<file path="src/rtl/rtc_cal_pkg.sv">
package rtc_cal_pkg;

    typedef struct packed {
        logic [7:0] sec;
        logic [7:0] min;
        logic [7:0] hour;
        logic [7:0] date;
        logic [7:0] month;
        logic [7:0] year;
        logic [2:0] dow;
    } rtc_time_t;

    localparam rtc_time_t TIME_RESET = '{sec: 8'h00, min: 8'h00, hour: 8'h00,
                                         date: 8'h01, month: 8'h01, year: 8'h00,
                                         dow: 3'd1};

    localparam logic [3:0] ADR_CTL   = 4'd0;
    localparam logic [3:0] ADR_TRIM  = 4'd1;
    localparam logic [3:0] ADR_SEC   = 4'd2;
    localparam logic [3:0] ADR_MIN   = 4'd3;
    localparam logic [3:0] ADR_HOUR  = 4'd4;
    localparam logic [3:0] ADR_DATE  = 4'd5;
    localparam logic [3:0] ADR_MONTH = 4'd6;
    localparam logic [3:0] ADR_YEAR  = 4'd7;
    localparam logic [3:0] ADR_DOW   = 4'd8;

    function automatic logic [7:0] bcd_inc(input logic [7:0] v);
        if (v[3:0] == 4'd9) return {v[7:4] + 4'd1, 4'd0};
        else                return {v[7:4], v[3:0] + 4'd1};
    endfunction

    function automatic logic [7:0] month_last(input logic [7:0] mon, input logic [7:0] yr);
        logic [6:0] y;
        y = 7'(yr[7:4]) * 7'd10 + 7'(yr[3:0]);
        case (mon)
            8'h02:                      return (y[1:0] == 2'd0) ? 8'h29 : 8'h28;
            8'h04, 8'h06, 8'h09, 8'h11: return 8'h30;
            default:                    return 8'h31;
        endcase
    endfunction

endpackage

</file>
<file path="src/rtl/rtc_timebase.sv">
module rtc_timebase #(
    parameter int TICK_HZ = 32768,
    parameter int WINDOW  = 230400
) (
    input  logic       clk,
    input  logic       rst,
    input  logic       osc_tick,
    input  logic       stop,
    input  logic       hold,
    input  logic       restart,
    input  logic       trim_sign,
    input  logic [4:0] trim_mag,
    input  logic       cal_en,
    output logic       sec_pend,
    output logic       cal_out
);
    localparam int PW   = $clog2(TICK_HZ + 2);
    localparam int AW   = $clog2(WINDOW + 32);
    localparam int HALF = (TICK_HZ / 1024 < 1) ? 1 : TICK_HZ / 1024;
    localparam int CW   = $clog2(HALF + 1);

    logic [PW-1:0] pre_q, psum, pre_nx;
    logic [AW-1:0] acc_q, asum, acc_nx;
    logic [CW-1:0] ccnt_q;
    logic [1:0]    step;
    logic          corr, wrap, run;

    assign run = osc_tick && !stop && !hold;

    always_comb begin
        asum   = acc_q + AW'(trim_mag);
        corr   = (asum >= AW'(WINDOW));
        acc_nx = corr ? asum - AW'(WINDOW) : asum;
        step   = corr ? (trim_sign ? 2'd2 : 2'd0) : 2'd1;
        psum   = pre_q + PW'(step);
        wrap   = (psum >= PW'(TICK_HZ));
        pre_nx = wrap ? psum - PW'(TICK_HZ) : psum;
    end

    always_ff @(posedge clk) begin
        if (rst || restart) begin
            pre_q    <= '0;
            acc_q    <= '0;
            sec_pend <= 1'b0;
        end else begin
            sec_pend <= run && wrap;
            if (run) begin
                pre_q <= pre_nx;
                acc_q <= acc_nx;
            end
        end
    end

    always_ff @(posedge clk) begin
        if (rst || !cal_en) begin
            ccnt_q  <= '0;
            cal_out <= 1'b0;
        end else if (osc_tick && !stop) begin
            if (ccnt_q == CW'(HALF - 1)) begin
                ccnt_q  <= '0;
                cal_out <= ~cal_out;
            end else begin
                ccnt_q <= ccnt_q + CW'(1);
            end
        end
    end

    // calibration output low once the mode is off
    a_r10_cal_low: assert property (@(posedge clk) disable iff (rst)
        !cal_en |=> !cal_out);
    // a stopped oscillator freezes the divider
    a_r9_stop_freeze: assert property (@(posedge clk) disable iff (rst)
        (stop && !restart) |=> $stable(pre_q));
    // a second pulse lasts one cycle
    a_r2_pend_single: assert property (@(posedge clk) disable iff (rst)
        sec_pend |=> !sec_pend);

endmodule

</file>
<file path="src/rtl/rtc_calendar.sv">
module rtc_calendar
    import rtc_cal_pkg::*;
(
    input  logic      clk,
    input  logic      rst,
    input  logic      adv,
    input  logic      load,
    input  rtc_time_t load_val,
    output rtc_time_t cur,
    output rtc_time_t nxt,
    output logic      year_wrap
);
    always_comb begin
        nxt       = cur;
        year_wrap = 1'b0;
        if (adv) begin
            if (cur.sec != 8'h59) nxt.sec = bcd_inc(cur.sec);
            else begin
                nxt.sec = 8'h00;
                if (cur.min != 8'h59) nxt.min = bcd_inc(cur.min);
                else begin
                    nxt.min = 8'h00;
                    if (cur.hour != 8'h23) nxt.hour = bcd_inc(cur.hour);
                    else begin
                        nxt.hour = 8'h00;
                        nxt.dow  = (cur.dow == 3'd7) ? 3'd1 : cur.dow + 3'd1;
                        if (cur.date != month_last(cur.month, cur.year))
                            nxt.date = bcd_inc(cur.date);
                        else begin
                            nxt.date = 8'h01;
                            if (cur.month != 8'h12) nxt.month = bcd_inc(cur.month);
                            else begin
                                nxt.month = 8'h01;
                                if (cur.year != 8'h99) nxt.year = bcd_inc(cur.year);
                                else begin
                                    nxt.year  = 8'h00;
                                    year_wrap = 1'b1;
                                end
                            end
                        end
                    end
                end
            end
        end
        if (load) begin
            nxt       = load_val;
            year_wrap = 1'b0;
        end
    end

    always_ff @(posedge clk) begin
        if (rst) cur <= TIME_RESET;
        else     cur <= nxt;
    end

    // no update without a tick or a load
    a_r8_still: assert property (@(posedge clk) disable iff (rst)
        (!adv && !load) |=> $stable(cur));
    // seconds wrap to zero
    a_r3_sec_wrap: assert property (@(posedge clk) disable iff (rst)
        (adv && !load && cur.sec == 8'h59) |=> (cur.sec == 8'h00));
    // weekday ring closes at midnight
    a_r6_dow_ring: assert property (@(posedge clk) disable iff (rst)
        (adv && !load && cur.hour == 8'h23 && cur.min == 8'h59 &&
         cur.sec == 8'h59 && cur.dow == 3'd7) |=> (cur.dow == 3'd1));

endmodule

</file>
<file path="src/rtl/rtc_calendar_core.sv">
module rtc_calendar_core
    import rtc_cal_pkg::*;
#(
    parameter int TICK_HZ     = 32768,
    parameter int TRIM_WINDOW = 230400
) (
    input  logic       clk,
    input  logic       rst,
    input  logic       osc_tick,
    input  logic       reg_wr,
    input  logic       reg_rd,
    input  logic [3:0] reg_addr,
    input  logic [7:0] reg_wdata,
    output logic [7:0] reg_rdata,
    output logic       cal_out
);
    logic       ctl_snap, ctl_hold, ctl_cal, cent_flag;
    logic       trim_stop, trim_sign;
    logic [4:0] trim_mag;
    rtc_time_t  bank, cur, nxt;
    logic       year_wrap, sec_pend, adv;
    logic       wr_ctl, snap_edge, release_hold;

    assign wr_ctl       = reg_wr && (reg_addr == ADR_CTL);
    assign snap_edge    = wr_ctl && reg_wdata[0] && !ctl_snap;
    assign release_hold = wr_ctl && !reg_wdata[1] && ctl_hold;
    assign adv          = sec_pend && !ctl_hold;

    rtc_timebase #(.TICK_HZ(TICK_HZ), .WINDOW(TRIM_WINDOW)) u_timebase (
        .clk       (clk),
        .rst       (rst),
        .osc_tick  (osc_tick),
        .stop      (trim_stop),
        .hold      (ctl_hold),
        .restart   (release_hold),
        .trim_sign (trim_sign),
        .trim_mag  (trim_mag),
        .cal_en    (ctl_cal),
        .sec_pend  (sec_pend),
        .cal_out   (cal_out)
    );

    rtc_calendar u_calendar (
        .clk       (clk),
        .rst       (rst),
        .adv       (adv),
        .load      (release_hold),
        .load_val  (bank),
        .cur       (cur),
        .nxt       (nxt),
        .year_wrap (year_wrap)
    );

    always_ff @(posedge clk) begin
        if (rst) begin
            ctl_snap  <= 1'b0;
            ctl_hold  <= 1'b0;
            ctl_cal   <= 1'b0;
            trim_stop <= 1'b0;
            trim_sign <= 1'b0;
            trim_mag  <= '0;
        end else begin
            if (wr_ctl) begin
                ctl_snap <= reg_wdata[0];
                ctl_hold <= reg_wdata[1];
                ctl_cal  <= reg_wdata[2];
            end
            if (reg_wr && reg_addr == ADR_TRIM) begin
                trim_stop <= reg_wdata[7];
                trim_sign <= reg_wdata[5];
                if (ctl_cal) trim_mag <= reg_wdata[4:0];
            end
        end
    end

    always_ff @(posedge clk) begin
        if (rst)                                  cent_flag <= 1'b0;
        else if (year_wrap)                       cent_flag <= 1'b1;
        else if (reg_rd && reg_addr == ADR_CTL)   cent_flag <= 1'b0;
    end

    always_ff @(posedge clk) begin
        if (rst) begin
            bank <= TIME_RESET;
        end else if (snap_edge) begin
            bank <= nxt;
        end else if (reg_wr) begin
            case (reg_addr)
                ADR_SEC:   bank.sec   <= reg_wdata;
                ADR_MIN:   bank.min   <= reg_wdata;
                ADR_HOUR:  bank.hour  <= reg_wdata;
                ADR_DATE:  bank.date  <= reg_wdata;
                ADR_MONTH: bank.month <= reg_wdata;
                ADR_YEAR:  bank.year  <= reg_wdata;
                ADR_DOW:   bank.dow   <= reg_wdata[2:0];
                default: ;
            endcase
        end
    end

    always_comb begin
        case (reg_addr)
            ADR_CTL:   reg_rdata = {1'b0, cent_flag, 3'b000, ctl_cal, ctl_hold, ctl_snap};
            ADR_TRIM:  reg_rdata = {trim_stop, 1'b0, trim_sign, trim_mag};
            ADR_SEC:   reg_rdata = bank.sec;
            ADR_MIN:   reg_rdata = bank.min;
            ADR_HOUR:  reg_rdata = bank.hour;
            ADR_DATE:  reg_rdata = bank.date;
            ADR_MONTH: reg_rdata = bank.month;
            ADR_YEAR:  reg_rdata = bank.year;
            ADR_DOW:   reg_rdata = {5'b00000, bank.dow};
            default:   reg_rdata = 8'h00;
        endcase
    end

    // century flag follows a year wrap
    a_r5_century_set: assert property (@(posedge clk) disable iff (rst)
        year_wrap |=> cent_flag);
    // bank only changes through field writes while snapshot stays high
    a_r7_no_resnap: assert property (@(posedge clk) disable iff (rst)
        (ctl_snap && !(reg_wr && reg_addr != ADR_CTL && reg_addr != ADR_TRIM))
        |=> $stable(bank));
    // trim magnitude locked outside calibration mode
    a_r11_mag_locked: assert property (@(posedge clk) disable iff (rst)
        !ctl_cal |=> $stable(trim_mag));
    // hold release loads the bank into the counters
    a_r8_load: assert property (@(posedge clk) disable iff (rst)
        release_hold |=> (cur == $past(bank)));

endmodule

</file>
<file path="config.mk">
export PLATFORM = sky130hd
export DESIGN_NAME = rtc_calendar_core
export DESIGN_NICKNAME = d
export VERILOG_FILES = /design/src/rtl/rtc_cal_pkg.sv /design/src/rtl/rtc_timebase.sv /design/src/rtl/rtc_calendar.sv /design/src/rtl/rtc_calendar_core.sv
export SDC_FILE = /design/constraint.sdc
export NUM_CORES = 1
export LEC_CHECK = 0
export BUFFER_PORTS_ARGS = -buffer_cell sky130_fd_sc_hd__buf_2
export CORE_MARGIN = 2
export CORE_UTILIZATION = 60
export DETAILED_ROUTE_END_ITERATION = 10
export GPL_ROUTABILITY_DRIVEN = 1
export PLACE_DENSITY = 0.75
export SLEW_MARGIN = 20
export SYNTH_ARGS = -nofsm -noshare
export SYNTH_HDL_FRONTEND = slang
export SYNTH_SLANG_ARGS = --single-unit
</file>
<file path="constraint.sdc">
create_clock -name clk -period 6.44 [get_ports clk]
set_clock_uncertainty 0.15 [all_clocks]
set_input_delay 0.322 -clock clk [delete_from_list [all_inputs] [get_ports clk]]
set_output_delay 0.322 -clock clk [all_outputs]
set_load 0.02 [all_outputs]
</file>
Word-level counts from Yosys, hierarchy flattened
Cells that the tools add are included.
{"block": "word_totals", "out_inout_bits": 9, "input_bits": 17, "regBits": 155, "word_cells": 166}
{"block": "op_classes", "n_mux": 51, "bitwise_logic": 1, "multipliers": 1, "n_eq_ne": 27, "magnitude_cmp": 2, "n_reduce_logical": 39, "n_addsub": 19}
{"operator": "51-bit two-way mux", "count": 4}
{"operator": "8-bit two-way mux", "count": 23}
{"operator": "8-bit case mux with 9 select lines", "count": 1}
{"operator": "4-bit by 1-bit adder with 4-bit output, second input constant", "count": 12}
{"operator": "43-bit two-way mux", "count": 1}
{"operator": "35-bit two-way mux", "count": 1}
{"operator": "16-bit two-way mux", "count": 2}
{"operator": "4-bit == test, second input constant", "count": 7}
{"operator": "27-bit two-way mux", "count": 1}
{"operator": "18-bit by 5-bit adder with 18-bit output", "count": 1}
{"operator": "18-bit greater-or-equal comparator, second input constant", "count": 1}
{"operator": "18-bit two-way mux", "count": 1}
{"operator": "2-bit AND reduction", "count": 9}
{"operator": "2-bit nonzero test", "count": 9}
{"operator": "18-bit subtractor, second input constant", "count": 1}
{"operator": "16-bit by 2-bit adder with 16-bit output", "count": 1}
{"operator": "4-bit by 3-bit == test with 1-bit output, second input constant", "count": 4}
{"operator": "8-bit by 3-bit == test with 1-bit output, second input constant", "count": 2}
{"operator": "16-bit greater-or-equal comparator, second input constant", "count": 1}
{"operator": "8-bit by 7-bit inequality test with 1-bit output, second input constant", "count": 2}
{"operator": "8-bit case mux with 2 select lines", "count": 1}
{"operator": "16-bit subtractor, second input constant", "count": 1}
{"operator": "1-bit logical AND", "count": 11}
{"operator": "1-bit two-way mux", "count": 11}
{"operator": "24 further kinds", "count": 32}

Depth between registers and ports, before layout
Gate-level depths: netlist (run 1).
{"block": "logic_depth", "ltp_word": 17, "mapped_depth": 19, "mapped_depth_nobuf": 18}

Modules after synthesis
From an unflattened synthesis (run 1), not the netlist that was laid out.
{"block": "unflattened", "cells_unflattened": 1200, "area_unflattened_um2": 9766.9}
{"mod": "rtc_calendar", "cells_per_inst": 492, "n_inst": 1, "area_each_um2": 3809.9, "seq_area_each_um2": 1021.0}
{"mod": "rtc_calendar_core", "cells_per_inst": 393, "n_inst": 1, "area_each_um2": 3334.4, "seq_area_each_um2": 1241.2}
{"mod": "rtc_timebase", "cells_per_inst": 315, "n_inst": 1, "area_each_um2": 2622.5, "seq_area_each_um2": 840.8}

Worst setup path after synthesis (run 1)
OpenSTA, ideal clock, no wires.
{"block": "synth_timing", "path_kind": "register to register", "from": "reg trim_mag[0]", "to": "reg u_timebase.pre_q[14]", "setup_slack_ps": 1875, "n_path_buf": 1, "arrival_ps": 4345, "synth_period_minus_slack_ps": 4565, "setup_time_ps": 71, "stages_incl_launch_ff": 17, "required_ps": 6219, "path_cell_list": "dfxtp_1 -> ha_1 -> fa_1 -> a211oi_1 -> o21ai_1 -> and4_1 -> xor2_1 -> ha_1 -> nand4_1 -> a2111o_1 -> a31oi_1 -> nand2_1 -> fa_1 -> or3_1 -> clkbuf_1 -> or3_1 -> a21oi_1"}
{"block": "synth_between", "elab_chain_cells": 6}
{"item": "from (decl)", "line": "rtc_calendar_core.sv:19", "source": "logic [4:0] trim_mag;"}
{"item": "from (signal assigned)", "line": "rtc_calendar_core.sv:71", "source": "if (ctl_cal) trim_mag <= reg_wdata[4:0];"}
{"item": "18-bit by 5-bit adder with 18-bit output (*)", "line": "rtc_timebase.sv:31", "source": "asum = acc_q + AW'(trim_mag);"}
{"item": "18-bit greater-or-equal comparator (*)", "line": "rtc_timebase.sv:32", "source": "corr = (asum >= AW'(WINDOW));"}
{"item": "2-bit two-way mux (*)", "line": "rtc_timebase.sv:34", "source": "step = corr ? (trim_sign ? 2'd2 : 2'd0) : 2'd1;"}
{"item": "16-bit by 2-bit adder with 16-bit output (*)", "line": "rtc_timebase.sv:35", "source": "psum = pre_q + PW'(step);"}
{"item": "16-bit subtractor / 16-bit greater-or-equal comparator (equally long branches)", "line": "rtc_timebase.sv:37, rtc_timebase.sv:36"}
{"item": "16-bit two-way mux (*)", "line": "rtc_timebase.sv:37", "source": "pre_nx = wrap ? psum - PW'(TICK_HZ) : psum;"}
{"item": "to (signal assigned)", "line": "rtc_timebase.sv:48", "source": "pre_q <= pre_nx;"}
{"item": "to (decl)", "line": "rtc_timebase.sv:22", "source": "logic [PW-1:0] pre_q, psum, pre_nx;"}
Every way passes the cells marked *; elsewhere a longest branch is shown, timed or not.
A chain may end at the register's enable or synchronous reset.

Worst setup path in the final report (run 1)
{"block": "layout_timing", "from": "reg trim_mag[0]", "to": "reg u_timebase.pre_q[12]"}
Same word-level chain as after synthesis.

==> out/qor.yml, run 1 <==
grt:
  grtUsageTotal_pct: 30.8
  grt_pass1_wl_um: 39700
  grt_max_degree: 74
  grt_pass1_vias: 7776
  grt_antenna_before_repair: 1
  overflow: 0
cts:
  hold_buffers: 0
  cts_buffer_depth: 2
  cts_resized: 0
  worst_skew_pair.late_latency_ps: 430
  cts-root-buf: "clkbuf_16"
  cts.sinks: 155
  cts_buffers: 17
  post_cts_buffers: 0
  htree_levels: 4
  cts_tree: "built"
  clk_pin_slew_worst_paths_ps: 60
synth:
  yosys.area.top_type_share_pct: 34.4
  ys_ff_latch: 155
  yosysMostFrequentCell: "nor2_1"
  yosysWarnings: 0
  ys_seq_area_share_pct: 34.4
  yosysUniqueCellTypes: 71
  ys_top_cells_by_count: "nor2_1 (177), dfxtp_1 (155), nand2_1 (97)"
  syn_avg_cell_area_um2: 7.90
  async_flop_share_pct: 0
  synth.area.top_cells: "dfxtp_1 (34%), nor2_1 (7.4%), ha_1 (4.6%), o21ai_0 (4.6%), nand2_1 (4.0%)"
  netlist_instances: 1141
  synth_fp_nets: 1193
  synth-main-ff-cell: "dfxtp_1"
  synth_area_mm2: 0.00902
  yosysTopAreaCell: "dfxtp_1"
  synth_edf_count: 0
floorplanning:
  die_h_um: 127
  die_w_um: 127
  rows: 44
  core_region_area_mm2: 0.0146
  initial_utilization_pct: 61.8
  design.die.area_mm2: 0.0160
  pin_count: 26
detailed_routing:
  first_iter_violations: 768
  drtAntennaViolNets: 0
  wl_per_cell_um: 18.6
  post_drt_via_cell_ratio: 6.43
  finalWirelength_um: 24500
  vias: 8482
  dr.pass1.iters: 5
  drc: 0
worst_setup_path:
  crit_arrival_ps: 5200
  slowest_delay_ps: 500
  cp-start-kind: "register"
  reg2reg_depth: 15
  crit_type: "register to register"
  cp_max_fo: 9
  crit_required_ps: 6640
  r2r_end: "u_timebase.pre_q[12]$_SDFFE_PP0P_"
  critPathSlowestCell: "or3_1"
  worstPathCellList: "ha_1 > fa_1 > a211oi_1 > o21ai_1 > and4_1 > xor2_1 > ha_1 > nand4_1 > a2111o_1 > a31oi_1 > nand2_1 > fa_1 > or3_1 > or3_1 > a21oi_1"
  end_kind: "register"
  r2r_start: "trim_mag[0]$_SDFFE_PP0P_"
  rrSetupSlack_ps: 1440
run:
  max_cap_violations: 0
timing:
  layout_min_cycle_time_ps: 5000
  fin_crit_sh_pct: 77.6
  relSlewSlack_pct: 29.6
  finalHoldViolations: 0
  drv_slew: 0
  rsz0062_at_grt: "false"
  worstMarginPinSlew_ps: 1060
  max_freq_mhz: 200
  final-setup-viol-count: 0
  fin_tns_setup_ps: 0
power_and_ir_drop:
  pwr-share-comb_pct: 5.6
  p_leak_nw: 3.70
  irDropWorstVdd_v: 0.000178
  powerDensity_mw_per_mm2: 211
  fin_total_pwr_mw: 2.05
  switching_share_pct: 23.7
  p_clk_share_pct: 46.6
  switchingPower_uw: 487
  p_int_mw: 1.57
  power_frac_seq_pct: 47.7
worst_hold_path:
  holdPathEnd: "trim_stop$_SDFFE_PP0P_"
  min_path_type: "input port to register"
  whs_path_depth: 3
  min_from: "reg_wdata[7]"
layout:
  fillers: 1277
  drive_gt1_share_pct: 8.99
  area_growth_pct: 8.02
  nets: 1175
placed_design:
  gp_routability_congestion: 0.924
  port_buffers: 25
  hpwlAfterDp_um: 16900
status:
  outcome: "finished, final reports clean"
[cell families after synthesis]
| group | after synthesis | share of synthesized area, % |
|---|---|---|
| compound gates | 308 | 22.8 |
| flops | 155 | 34.4 |
| mux | 41 | 5.08 |
| simple gates | 460 | 24.1 |
| fa+ha+maj | 35 | 5.02 |
| xor+xnor | 44 | 4.27 |
| buf+inv | 98 | 4.27 |
[worst max-delay path by stage]
stage                                   from                                end  slack [ps]  depth (start not counted)
floorplan           trim_mag[0]$_SDFFE_PP0P_  u_timebase.pre_q[14]$_SDFFE_PP0P_        1870                         16
global placement    trim_mag[0]$_SDFFE_PP0P_  u_timebase.pre_q[12]$_SDFFE_PP0P_        1560                         15
detailed placement  trim_mag[0]$_SDFFE_PP0P_  u_timebase.pre_q[12]$_SDFFE_PP0P_        1480                         15
CTS                 trim_mag[0]$_SDFFE_PP0P_  u_timebase.pre_q[12]$_SDFFE_PP0P_        1440                         15
global route        trim_mag[0]$_SDFFE_PP0P_  u_timebase.pre_q[12]$_SDFFE_PP0P_        1080                         15
finish              trim_mag[0]$_SDFFE_PP0P_  u_timebase.pre_q[12]$_SDFFE_PP0P_        1440                         15
[through the flow]
step / setup WS [ps] / utilization [%] / hold slack, ps / cells / instance area, um^2
3_5_place_dp: 1480 / 62.9 / 304 / 1288 / 9180
6_report: 1440 / 66.8 / 19.8 / 1320 / 9740
3_3_place_gp: 1560 / 62.9 / 292 / 1288 / 9180
4_1_cts: 1440 / 66.7 / 7.02 / 1319 / 9730
2_1_floorplan: 1870 / - / 286 / 1141 / 9020
5_1_grt: 1080 / 66.8 / 10.9 / 1320 / 9740
[metal layers]
layer / GRT usage (%) / up-vias / wire [um]
li1: - / 4103 / -
met3: 5.78 / 63 / 1810
met5: 0 / - / 0
met2: 48.6 / 340 / 11100
met1: 41.1 / 3976 / 10600
met4: 13.6 / 0 / 938
[cell usage in the layout (no fill, tap or decap), drive strengths merged, types with 26 or more instances in the layout]
master,instances
nor3,26
mux2i,30
o21ai,84
dfxtp,155
nor2,177
buf,37
nand2,97
nand3,44
a21oi,64
ha,33
[critical path: cells and delay by family (launching register included)]
| family | cells | cell delay (ps) |
|---|---|---|
| AND/OR/NAND/NOR | 5 | 1390 |
| flip-flops | 1 | 320 |
| XOR/XNOR | 1 | 200 |
| adder cells (fa/ha/maj) | 4 | 1280 |
| AO/OA/AOI/OAI | 5 | 1570 |
[state kept, by name, indices dropped and copies added, names as in the netlist, 5 cells and up]
name               flops
bank                  51
u_calendar.cur        51
u_timebase.acc_q      18
u_timebase.pre_q      16
u_timebase.ccnt_q      6
trim_mag               5
[layout make-up]
cell class	count	area (um^2)	share of cell area, %
Antenna cell	1	2.50	0.0257
Timing Repair Buffer	37	215	2.21
Tap cell	184	230	2.36
Inverter	24	90.1	0.925
Multi-Input combinational cell	888	5540	56.9
Clock buffer	22	484	4.97
Clock inverter	9	70.1	0.719
Sequential cell	155	3100	31.9
[power by group through the flow]
stage | combinational, mW | clock (mW) | sequential [mW]
4_1_cts | 0.113 | 0.962 | 0.980
2_1_floorplan | 0.0765 | 0 | 0.997
5_1_grt | 0.125 | 1.00 | 0.981
3_5_place_dp | 0.113 | 0 | 1.00
6_report | 0.116 | 0.958 | 0.981
3_3_place_gp | 0.111 | 0 | 1.00
Note: power is estimated with default switching activity, not from simulation.
==> inputs of run 2 (changes only) <==
--- a/config.mk
+++ b/config.mk
@@ -7,7 +7,7 @@
 export LEC_CHECK = 0
 export BUFFER_PORTS_ARGS = -buffer_cell sky130_fd_sc_hd__buf_2
 export CORE_MARGIN = 2
-export CORE_UTILIZATION = 60
+export CORE_UTILIZATION = 57
 export DETAILED_ROUTE_END_ITERATION = 10
 export GPL_ROUTABILITY_DRIVEN = 1
 export PLACE_DENSITY = 0.75
==> constraint.sdc (replaced) <==
create_clock -name clk -period 4.5 [get_ports clk]
set_clock_uncertainty 0.15 [all_clocks]
set_input_delay 0.225 -clock clk [delete_from_list [all_inputs] [get_ports clk]]
set_output_delay 0.225 -clock clk [all_outputs]
set_load 0.02 [all_outputs]
==> run 2 against run 1 <==
Largest power group is now the clock network; design area grew 4.2%; global-route usage fell by 0.60 points; total power is 51% higher; wire length increased by 2.5%; sequential power up 43%; cell count up 4.6%; clock power grew 60%.
==> out/qor.yml, run 2 (synthesized netlist as in run 1, its figures left out) <==
detailed_routing:
  finalWirelength_um: 25100
  wl_per_cell_um: 18.2
  first_iter_violations: 798
  vias: 8694
  post_drt_via_cell_ratio: 6.30
  drtAntennaViolNets: 0
  dr.pass1.iters: 6
  drc: 0
timing:
  final-setup-viol-count: 0
  fin_tns_setup_ps: 0
  fin_crit_sh_pct: 94.9
  relSlewSlack_pct: 34.1
  layout_min_cycle_time_ps: 4270
  rsz0062_at_grt: "false"
  finalHoldViolations: 0
  drv_slew: 0
  max_freq_mhz: 234
  worstMarginPinSlew_ps: 989
  fin_hold_ws_ps: 20.7
layout:
  final_cell_count_no_fill: 1381
  final_common_cell: "nor2_1"
  drive_gt1_share_pct: 11.2
  nets: 1209
  most-common-layout-cells: "nor2_1 (177), dfxtp_1 (155), nand2_1 (97)"
  top_regs: "bank x51, u_calendar.cur x51, u_timebase.acc_q x18"
  fillers: 1345
  area_growth_pct: 12.6
grt:
  grt_max_degree: 88
  grt_antenna_before_repair: 3
  overflow: 0
  grt_pass1_wl_um: 39900
  grt_pass1_vias: 7855
  grtUsageTotal_pct: 30.2
floorplanning:
  rows: 45
  initial_utilization_pct: 58.9
  die_h_um: 130
  pin_count: 26
  die_w_um: 130
  core_region_area_mm2: 0.0153
  design.die.area_mm2: 0.0168
status:
  outcome: "finished, final reports clean"
worst_setup_path:
  r2r_end: "u_timebase.pre_q[10]$_SDFFE_PP0P_"
  crit_arrival_ps: 4480
  cp-start-kind: "register"
  r2r_start: "trim_mag[0]$_SDFFE_PP0P_"
  rrSetupSlack_ps: 230
  cp_max_fo: 9
  end_kind: "register"
  crit_required_ps: 4720
  crit_type: "register to register"
  reg2reg_depth: 15
cts:
  cts_buffer_depth: 2
  clk_pin_slew_worst_paths_ps: 60
  cts_tree: "built"
  cts.sinks: 155
  cts-root-buf: "clkbuf_16"
  htree_levels: 4
  cts_buffers: 17
  worst_skew_pair.late_latency_ps: 440
worst_hold_path:
  min_from: "reg_wdata[5]"
  whs_path_depth: 3
  min_path_type: "input port to register"
  holdPathEnd: "trim_sign$_SDFFE_PP0P_"
placed_design:
  port_buffers: 25
  dp_cells: 1340
  gp_routability_congestion: 0.908
  hpwlAfterDp_um: 17300
run:
  max_cap_violations: 0
power_and_ir_drop:
  powerDensity_mw_per_mm2: 306
  fin_total_pwr_mw: 3.11
  irDropWorstVdd_v: 0.000293
  p_leak_nw: 3.89
[run 2: changes by cell type in the layout (fill, tap and decap cells not counted), moves of 2 or more]
cell and delta:
clkinv_2 -6, buf_4 +27, bufinv_16 +3, dlygate4sd3_1 +7, clkbuf_1 +2
[run 2: metrics by stage]
step                      setup WS, ps  area (um^2)  util, %
final                              231        10200     66.3
after floorplan                   2.85         9020        -
after CTS                         52.9        10100     66.0
after global placement            47.8         9410     61.4
after global routing              11.9        10200     66.3
after detailed placement          -115         9410     61.4
[run 2: worst max-delay path by stage]
stage	depth (start not counted)	startpoint	to	slack [ps]
after global placement	13	trim_mag[0]$_SDFFE_PP0P_	u_timebase.pre_q[10]$_SDFFE_PP0P_	50
after detailed placement	15	trim_mag[0]$_SDFFE_PP0P_	u_timebase.pre_q[12]$_SDFFE_PP0P_	-120
after global routing	15	trim_mag[0]$_SDFFE_PP0P_	u_timebase.pre_q[14]$_SDFFE_PP0P_	10
after CTS	15	trim_mag[0]$_SDFFE_PP0P_	u_timebase.pre_q[12]$_SDFFE_PP0P_	50
after floorplan	16	trim_mag[0]$_SDFFE_PP0P_	u_timebase.pre_q[14]$_SDFFE_PP0P_	3
final	15	trim_mag[0]$_SDFFE_PP0P_	u_timebase.pre_q[10]$_SDFFE_PP0P_	230
[run 2: layout make-up]
class                   instances  area [um^2]  share of cell area (%)
clock inverters                 7          139                    1.37
multi-input cells             888         5580                    55.0
diodes                          2         5.00                  0.0493
clock buffers                  23          478                    4.71
repair buffers                 71          488                    4.81
well taps                     211          264                    2.60
flip-flops and latches        155         3100                    30.6
inverters                      24         90.1                   0.887
[run 2: power by group]
part | internal [mW] | switching [mW] | total (mW)
clock | 0.965 | 0.560 | 1.53
combinational | 0.0590 | 0.121 | 0.180
sequential | 1.39 | 0.0160 | 1.40
[run 2: repair_timing]
action | 4_1_cts | 5_1_grt
pin swaps | 0 | 3
gates cloned | 0 | 0
hold buffers | 7 | 0
endpoints found under the hold margin | 8 | 0
setup buffers | 0 | 2
setup endpoints to repair | 4 | 4
resized for setup | 2 | 5
[run 2: per-layer routing]
| metal | vias up | part of all wire (%) | global-route usage [%] |
|---|---|---|---|
| li1 | 4171 | - | - |
| met2 | 371 | 46 | 48.8 |
| met5 | - | 0.052 | 0 |
| met4 | 2 | 3.7 | 12.4 |
| met3 | 92 | 7.3 | 6.15 |
| met1 | 4058 | 43 | 39.6 |
[run 2: critical path, stage by stage, from the launching register on]
cell      delay, ps
dfxtp_1         320
ha_1            240
fa_2            380
a211oi_4        270
o21ai_2         120
and4_1          230
xor2_1          180
ha_1            180
nand4_1          90
a2111o_1        460
a31oi_4         170
nand2_1         110
fa_1            420
or3_4           420
or3_1           320
a21oi_1         140
